$ cat config.mk
export PLATFORM = sky130hd
export DESIGN_NAME = req_evt_pmu
export DESIGN_NICKNAME = d
export VERILOG_FILES = /design/src/rtl/req_evt_pkg.sv /design/src/rtl/req_evt_match.sv /design/src/rtl/req_evt_counter.sv /design/src/rtl/req_evt_regs.sv /design/src/rtl/req_evt_pmu.sv
export SDC_FILE = /design/constraint.sdc
export NUM_CORES = 1
export LEC_CHECK = 0
export CELL_PAD_IN_SITES_DETAIL_PLACEMENT = 0
export CELL_PAD_IN_SITES_GLOBAL_PLACEMENT = 1
export CORE_MARGIN = 2
export CORE_UTILIZATION = 46
export CTS_CLUSTER_SIZE = 10
export DETAILED_ROUTE_END_ITERATION = 10
export GPL_ROUTABILITY_DRIVEN = 0
export GPL_TIMING_DRIVEN = 0
export PLACE_DENSITY = 0.8
export SYNTH_ARGS = -nofsm -noshare
export SYNTH_HDL_FRONTEND = slang
export SYNTH_SLANG_ARGS = --single-unit
$ cat constraint.sdc
create_clock -name clk_i -period 3.1 [get_ports clk_i]
set_clock_uncertainty 0.05 [all_clocks]
set_input_delay 0.31 -clock clk_i [delete_from_list [all_inputs] [get_ports clk_i]]
set_output_delay 0.31 -clock clk_i [all_outputs]
set_load 0.1 [all_outputs]
$ cat src/rtl/req_evt_pkg.sv
package req_evt_pkg;
  localparam int NUM_CNT = 4;
  localparam int DATA_W  = 32;
  localparam int SEL_W   = 8;
  localparam int CLS_W   = 3;
  localparam int ADDR_W  = 8;

  localparam logic [ADDR_W-1:0] SEL_OFF  = 8'h00;
  localparam logic [ADDR_W-1:0] CTRL_OFF = 8'h04;
  localparam logic [ADDR_W-1:0] CNT_OFF  = 8'h10;

  typedef enum logic [CLS_W-1:0] {
    CLS_ORD_BARRIER  = 3'd0,
    CLS_NORD_BARRIER = 3'd1,
    CLS_DVM_OP       = 3'd2,
    CLS_DVM_SYNC     = 3'd3,
    CLS_READ         = 3'd4,
    CLS_WRITE        = 3'd5,
    CLS_COPYBACK     = 3'd6,
    CLS_OTHER        = 3'd7
  } req_class_e;
endpackage

$ cat src/rtl/req_evt_match.sv
module req_evt_match #(
  parameter int SEL_W = req_evt_pkg::SEL_W,
  parameter int CLS_W = req_evt_pkg::CLS_W
) (
  input  logic             clk_i,
  input  logic             rst_ni,
  input  logic [SEL_W-1:0] sel_i,
  input  logic             en_i,
  input  logic             valid_i,
  input  logic [CLS_W-1:0] class_i,
  output logic             hit_o
);
  logic in_range;

  // upper select bits nonzero covers 0xFF and every other unused code
  assign in_range = (sel_i[SEL_W-1:CLS_W] == '0);
  assign hit_o    = en_i && valid_i && in_range && (sel_i[CLS_W-1:0] == class_i);


  free_never_hits_chk: assert property (@(posedge clk_i) disable iff (!rst_ni)
    (sel_i == '1) |-> !hit_o);
endmodule

$ cat src/rtl/req_evt_counter.sv
module req_evt_counter #(
  parameter int CNT_W = req_evt_pkg::DATA_W
) (
  input  logic             clk_i,
  input  logic             rst_ni,
  input  logic             load_i,
  input  logic [CNT_W-1:0] load_val_i,
  input  logic             inc_i,
  output logic [CNT_W-1:0] cnt_o,
  output logic             ovf_o
);
  logic [CNT_W-1:0] cnt_q;
  logic             ovf_q;

  always_ff @(posedge clk_i or negedge rst_ni) begin
    if (!rst_ni) begin
      cnt_q <= '0;
      ovf_q <= 1'b0;
    end else begin
      ovf_q <= inc_i && !load_i && (cnt_q == '1);
      if (load_i)     cnt_q <= load_val_i;
      else if (inc_i) cnt_q <= cnt_q + 1'b1;
    end
  end

  assign cnt_o = cnt_q;
  assign ovf_o = ovf_q;


  load_wins_chk: assert property (@(posedge clk_i) disable iff (!rst_ni)
    load_i |=> (cnt_q == $past(load_val_i)));

  wrap_pulse_chk: assert property (@(posedge clk_i) disable iff (!rst_ni)
    ovf_q |-> (cnt_q == '0));

  idle_hold_chk: assert property (@(posedge clk_i) disable iff (!rst_ni)
    (!load_i && !inc_i) |=> $stable(cnt_q));
endmodule

$ cat src/rtl/req_evt_regs.sv
module req_evt_regs #(
  parameter int NUM_CNT = req_evt_pkg::NUM_CNT,
  parameter int DATA_W  = req_evt_pkg::DATA_W,
  parameter int ADDR_W  = req_evt_pkg::ADDR_W
) (
  input  logic                           clk_i,
  input  logic                           rst_ni,
  input  logic                           we_i,
  input  logic [ADDR_W-1:0]              addr_i,
  input  logic [DATA_W-1:0]              wdata_i,
  input  logic [NUM_CNT-1:0][DATA_W-1:0] cnt_i,
  output logic [DATA_W-1:0]              rdata_o,
  output logic [DATA_W-1:0]              sel_o,
  output logic                           en_o,
  output logic [NUM_CNT-1:0]             load_o
);
  import req_evt_pkg::*;

  logic [DATA_W-1:0]  sel_q, ctrl_q;
  logic               sel_we, ctrl_we;
  logic [NUM_CNT-1:0] cnt_hit;

  assign sel_we  = we_i && (addr_i == SEL_OFF);
  assign ctrl_we = we_i && (addr_i == CTRL_OFF);

  for (genvar n = 0; n < NUM_CNT; n++) begin : g_dec
    localparam logic [ADDR_W-1:0] OFF = CNT_OFF + ADDR_W'(4 * n);
    assign cnt_hit[n] = (addr_i == OFF);
    assign load_o[n]  = we_i && cnt_hit[n];
  end

  always_ff @(posedge clk_i or negedge rst_ni) begin
    if (!rst_ni) begin
      sel_q  <= '1;
      ctrl_q <= '0;
    end else begin
      if (sel_we)  sel_q  <= wdata_i;
      if (ctrl_we) ctrl_q <= wdata_i;
    end
  end

  always_comb begin
    rdata_o = '0;
    if (addr_i == SEL_OFF)  rdata_o = sel_q;
    if (addr_i == CTRL_OFF) rdata_o = ctrl_q;
    for (int n = 0; n < NUM_CNT; n++)
      if (cnt_hit[n]) rdata_o = cnt_i[n];
  end

  assign sel_o = sel_q;
  assign en_o  = ctrl_q[0];


  ctrl_hold_chk: assert property (@(posedge clk_i) disable iff (!rst_ni)
    !ctrl_we |=> $stable(ctrl_q));

  single_load_chk: assert property (@(posedge clk_i) disable iff (!rst_ni)
    $onehot0(load_o));
endmodule

$ cat src/rtl/req_evt_pmu.sv
module req_evt_pmu #(
  parameter int NUM_CNT = req_evt_pkg::NUM_CNT,
  parameter int DATA_W  = req_evt_pkg::DATA_W,
  parameter int SEL_W   = req_evt_pkg::SEL_W,
  parameter int CLS_W   = req_evt_pkg::CLS_W,
  parameter int ADDR_W  = req_evt_pkg::ADDR_W
) (
  input  logic               clk_i,
  input  logic               rst_ni,
  input  logic               bus_we_i,
  input  logic [ADDR_W-1:0]  bus_addr_i,
  input  logic [DATA_W-1:0]  bus_wdata_i,
  output logic [DATA_W-1:0]  bus_rdata_o,
  input  logic               req_valid_i,
  input  logic [CLS_W-1:0]   req_class_i,
  output logic [NUM_CNT-1:0] ovf_o
);
  logic [NUM_CNT-1:0][DATA_W-1:0] cnt;
  logic [DATA_W-1:0]              sel;
  logic                           en;
  logic [NUM_CNT-1:0]             load, hit;

  req_evt_regs #(.NUM_CNT(NUM_CNT), .DATA_W(DATA_W), .ADDR_W(ADDR_W)) regs_i (
    .clk_i   (clk_i),
    .rst_ni  (rst_ni),
    .we_i    (bus_we_i),
    .addr_i  (bus_addr_i),
    .wdata_i (bus_wdata_i),
    .cnt_i   (cnt),
    .rdata_o (bus_rdata_o),
    .sel_o   (sel),
    .en_o    (en),
    .load_o  (load)
  );

  for (genvar n = 0; n < NUM_CNT; n++) begin : g_cnt
    req_evt_match #(.SEL_W(SEL_W), .CLS_W(CLS_W)) match_i (
      .clk_i   (clk_i),
      .rst_ni  (rst_ni),
      .sel_i   (sel[n*SEL_W +: SEL_W]),
      .en_i    (en),
      .valid_i (req_valid_i),
      .class_i (req_class_i),
      .hit_o   (hit[n])
    );

    req_evt_counter #(.CNT_W(DATA_W)) counter_i (
      .clk_i      (clk_i),
      .rst_ni     (rst_ni),
      .load_i     (load[n]),
      .load_val_i (bus_wdata_i),
      .inc_i      (hit[n]),
      .cnt_o      (cnt[n]),
      .ovf_o      (ovf_o[n])
    );
  end


  disabled_no_hit_chk: assert property (@(posedge clk_i) disable iff (!rst_ni)
    !en |-> (hit == '0));

  idle_port_no_hit_chk: assert property (@(posedge clk_i) disable iff (!rst_ni)
    !req_valid_i |-> (hit == '0));
endmodule

* Word level (Yosys, flattened, before mapping)
Index checks and enable logic that the tools add are counted.
W data, S select, Z words.
** Storage, ports and cells
- Output and inout bits :: 36
- Flip-flop bits (word level) :: 196
** Operators by class
- Reductions and logical operators :: 36
- Mux-type cells :: 14
- Add/sub/neg operators :: 4
- Eq/ne operators :: 13
** Operators by type and width (number)
- $mux W32 :: 14
- $add A32 B1 Y32 const B :: 4
- $eq A32 B32 Y1 const B :: 4
- $eq A8 B5 Y1 const B :: 4
- $logic_and A1 B1 Y1 :: 23
- $logic_not A5 Y1 :: 4
- $eq A3 B3 Y1 :: 4
- $eq A8 B3 Y1 const B :: 1
- $logic_not A8 Y1 :: 1
- $reduce_bool A2 Y1 :: 4
- $logic_not A1 Y1 :: 4

* Logic depth before layout (Yosys ltp)
- Word-level depth :: 7
- Gate-level depth with buffers :: 8
- Gate-level depth less buffers :: 6

* By module
Synthesis repeated with hierarchy kept, for this count alone.
** Unflattened totals
- Cells, all modules :: 1320
- Area, all modules :: 12557.0 µm²
** By module, submodules not included
- req_evt_counter at g_cnt[0].counter_i ... :: seq. area each 825.8 µm², cells an instance 230, instances 3, area an instance 1966.9 µm²
- req_evt_regs :: seq. area each 1641.6 µm², cells an instance 369, instances 1, area an instance 4366.7 µm²
- req_evt_counter at g_cnt[1].counter_i :: seq. area each 825.8 µm², cells an instance 233, instances 1, area an instance 2054.5 µm²
- req_evt_match :: seq. area each 0.0 µm², cells an instance 7, instances 4, area an instance 58.8 µm²

* Worst setup path after synthesis
No wires, ideal clock.
- Kind :: input to output
- From :: input port bus_addr_i[2]
- To :: output port bus_rdata_o[0]
- Slack :: -979 ps
- Path buffers :: 3
- Required time :: 2740 ps
- Arrival :: 3719 ps
- Stages on the path :: 5
- Path through :: clkbuf_1 -> buf_1 -> buf_1 -> mux2i_1 -> o21ai_0
** Between the ends
- Cells in the longest elaborated chain, start to end :: 7
- Elaborated cells between the ends (all ways) :: 12
- Classes of those cells :: 5 x eq/ne; 6 x mux; 1 x reduce/logical
** RTL lines
- start: declaration :: line req_evt_pmu.sv:11 : input logic [ADDR_W-1:0] bus_addr_i,
- $logic_not A8 Y1 :: line req_evt_regs.sv:44 : if (addr_i == SEL_OFF) rdata_o = sel_q;
- $mux W32 :: line req_evt_regs.sv:44
- $mux W32 :: line req_evt_regs.sv:45 : if (addr_i == CTRL_OFF) rdata_o = ctrl_q;
- $mux W32 (3 in series) :: line req_evt_regs.sv:47 : if (cnt_hit[n]) rdata_o = cnt_i[n];
- $mux W32 (*) :: line req_evt_regs.sv:47
- end: declaration :: line req_evt_pmu.sv:13 : output logic [DATA_W-1:0] bus_rdata_o,
Mark *: on every way between the ends. The rest lies on a longest branch, timed or not.

* Final worst setup path
- From :: input port bus_addr_i[6]
- To :: output port bus_rdata_o[29]
Same word-level chain as after synthesis.

==> metrics.txt <==
startpoint types input port; P&R area growth vs syn 18.8%; RSZ-0062 raised after global routing true; gr usage total between 30% and 40%; wirelength, routed 43,900 um; num ports 83; min Tclk post-route 3060 ps; Data required, critical path 2740 ps; die height 165 um; final setup vio count 0; antenna cells 0; Die X-Extent 165 um; WP data arrival about 2700 ps; layout cells sized above 1 17.7%; vias in the first global route 10.8k; Seq/Total Area, Yosys approximately two fifths; predominant post-synthesis flop cell dfrtp_1; pwr dens between 400 and 500 nW/um^2; largest net degree at the start of global routing between 100 and 150; Num CTS Buffers 17; Max VDD drop 0.000304 V; vias post-DR 11.3k; Tcrit/Tclk final 98.7%; Final Cell Area 14,100 um^2; Synth Instances 1,321; total leakage power 5.41 nW; H-tree lvl count 4; core box area 25,300 um^2; Final Util 55.8%; final hold violations 0; Worst Setup End Kind primary output; commonest cells after routing, fill and taps aside dfrtp_1, nand2_1, nor2_1; die area between 20,000 and 30,000 um^2; Slew HR 35.6%; Nets 1,477; initial drt markers 1,167; Cell variety after synth 45; placed cells 1,732; initial antenna violation count 2; clock-pin slew on the worst setup and hold paths 80 ps; CTS tree done; total negative setup slack 0 ps; CTS root buffer clkbuf_16; HP Class input port to async pin; Clock Latency Late Sink 450 ps; max-slew violation count 0; number of max-cap violations 0; Starting Density 47.0%; Finished Layout Cells 1,769; crit-path max FO 10; drt wl/cell 24.8 um; Fmax 0.327 GHz; DPL Wire Length ~33,000 um; area post-placement 13,300 um^2; Post-synth EDFFs 0; WS Path Type input port to primary output; CTS sink cnt 196; Vias/cell 6.36; most common cell after layout, fill and taps aside dfrtp_1; Yosys Warn Count 0; syn avg cell area 8.98 um^2; TritonRoute pass-1 iters 5; PortBufs 79; DRC viols 0; Mapped Area about 12,000 um^2; clk buf depth 2; measured slew at the worst slew-check pin 962 ps; first-pass GRT wire length ~66,000 um; gr ovfl total 0; Seq cells post-synth 196; Fillers 2,341; outcome finished clean; ys async rst share 100%; syn_nets 1,372; Site Rows slightly below 60; Antenna Violating Nets Remaining 0
[logic make-up (layout without fill, tap and decap cells)]
family,after synthesis,in the layout,share of synthesized area (%)
AND/OR/NAND/NOR,542,542,23.9
AO/OA/AOI/OAI,269,269,13.6
flip-flops,196,196,41.7
multiplexers,111,111,10.1
buffers and inverters,111,229,3.74
XOR/XNOR,88,88,6.50
adder cells (fa/ha/maj),4,4,0.422
[sequential cells by signal, summed over array words and instances, names as in the netlist]
name,flops
g_cnt.counter_i.cnt_o,128
g_cnt.counter_i.ovf_o,4
regs_i.sel_o,32
regs_i.ctrl_q,32
[path summary, 6_finish.rpt]
check | from | end | slack, ps | depth (start not counted)
setup / recovery | bus_addr_i[6] | bus_rdata_o[29] | 40 | 9
hold / removal | rst_ni | g_cnt[3].counter_i.cnt_o[2] | 460 | 2
setup reg to reg | regs_i.ctrl_q[0] | g_cnt[1].counter_i.cnt_o[15] | 200 | 8
hold reg to reg | regs_i.ctrl_q[19] | regs_i.ctrl_q[19] | 460 | 1
max in group asynchronous | rst_ni | regs_i.sel_o[23] | 1550 | 3
min in group clk_i | regs_i.ctrl_q[19] | regs_i.ctrl_q[19] | 460 | 1
[layout make-up]
cell class                      count  area (um^2)  area share (%)
Tap cell                          330          413            2.93
Clock inverter                     11          153            1.08
Multi-Input combinational cell   1014         6830            48.5
Clock buffer                       21          450            3.20
Sequential cell                   196         4940            35.1
Buffer                             97          453            3.22
Inverter                           14         53.8           0.382
Timing Repair Buffer               86          793            5.63
[synth_stat cells (32+ instances only)]
master	count	area (um^2)
a21oi_1	59	295
a31oi_1	50	313
clkbuf_1	80	300
dfrtp_1	164	4100
dfstp_2	32	841
mux2_2	74	833
mux2i_1	37	370
nand2_1	122	458
nand3_1	48	240
nand4_1	49	307
nor2_1	120	450
nor4_1	56	350
o21ai_0	86	430
or3_1	34	213
xnor2_1	80	701
[report_power, final]
| group | internal [mW] | switching [mW] |
|---|---|---|
| Clock | 1.30 | 1.07 |
| Sequential | 2.73 | 0.229 |
| Combinational | 0.251 | 0.345 |
[per-layer routing]
metal	GRT usage (%)	part of all wire (%)	vias up
met2	51.7	45	467
li1	-	-	5115
met3	4.92	8.7	72
met4	10.8	3.2	0
met5	0	0	-
met1	47.3	43	5600
[what timing repair did]
action | CTS | global route
hold buffers | 1 | 0
setup endpoints to repair | 35 | 18
pin swaps | 3 | 0
setup buffers | 4 | 0
endpoints found under the hold margin | 86 | 0
gates resized for setup | 232 | 19
[per-stage QoR]
stage / worst slack, ps / total power [mW] / hold WS (ps)
2_1_floorplan: -229 / 3.22 / -35.6
3_3_place_gp: -6890 / 3.54 / 432
3_5_place_dp: -2120 / 3.56 / 392
4_1_cts: 0.861 / 5.91 / 458
5_1_grt: -9.88 / 6.10 / 466
6_report: 38.9 / 5.92 / 458
[worst max-delay path: stages]
cell	delay [ps]
clkdlybuf4s50_1	490
nor4b_4	290
buf_4	180
nand2_4	120
nor2_4	250
clkbuf_4	300
a22oi_1	210
a31oi_4	240
buf_4	310
Note: power is estimated with default switching activity, not from simulation.
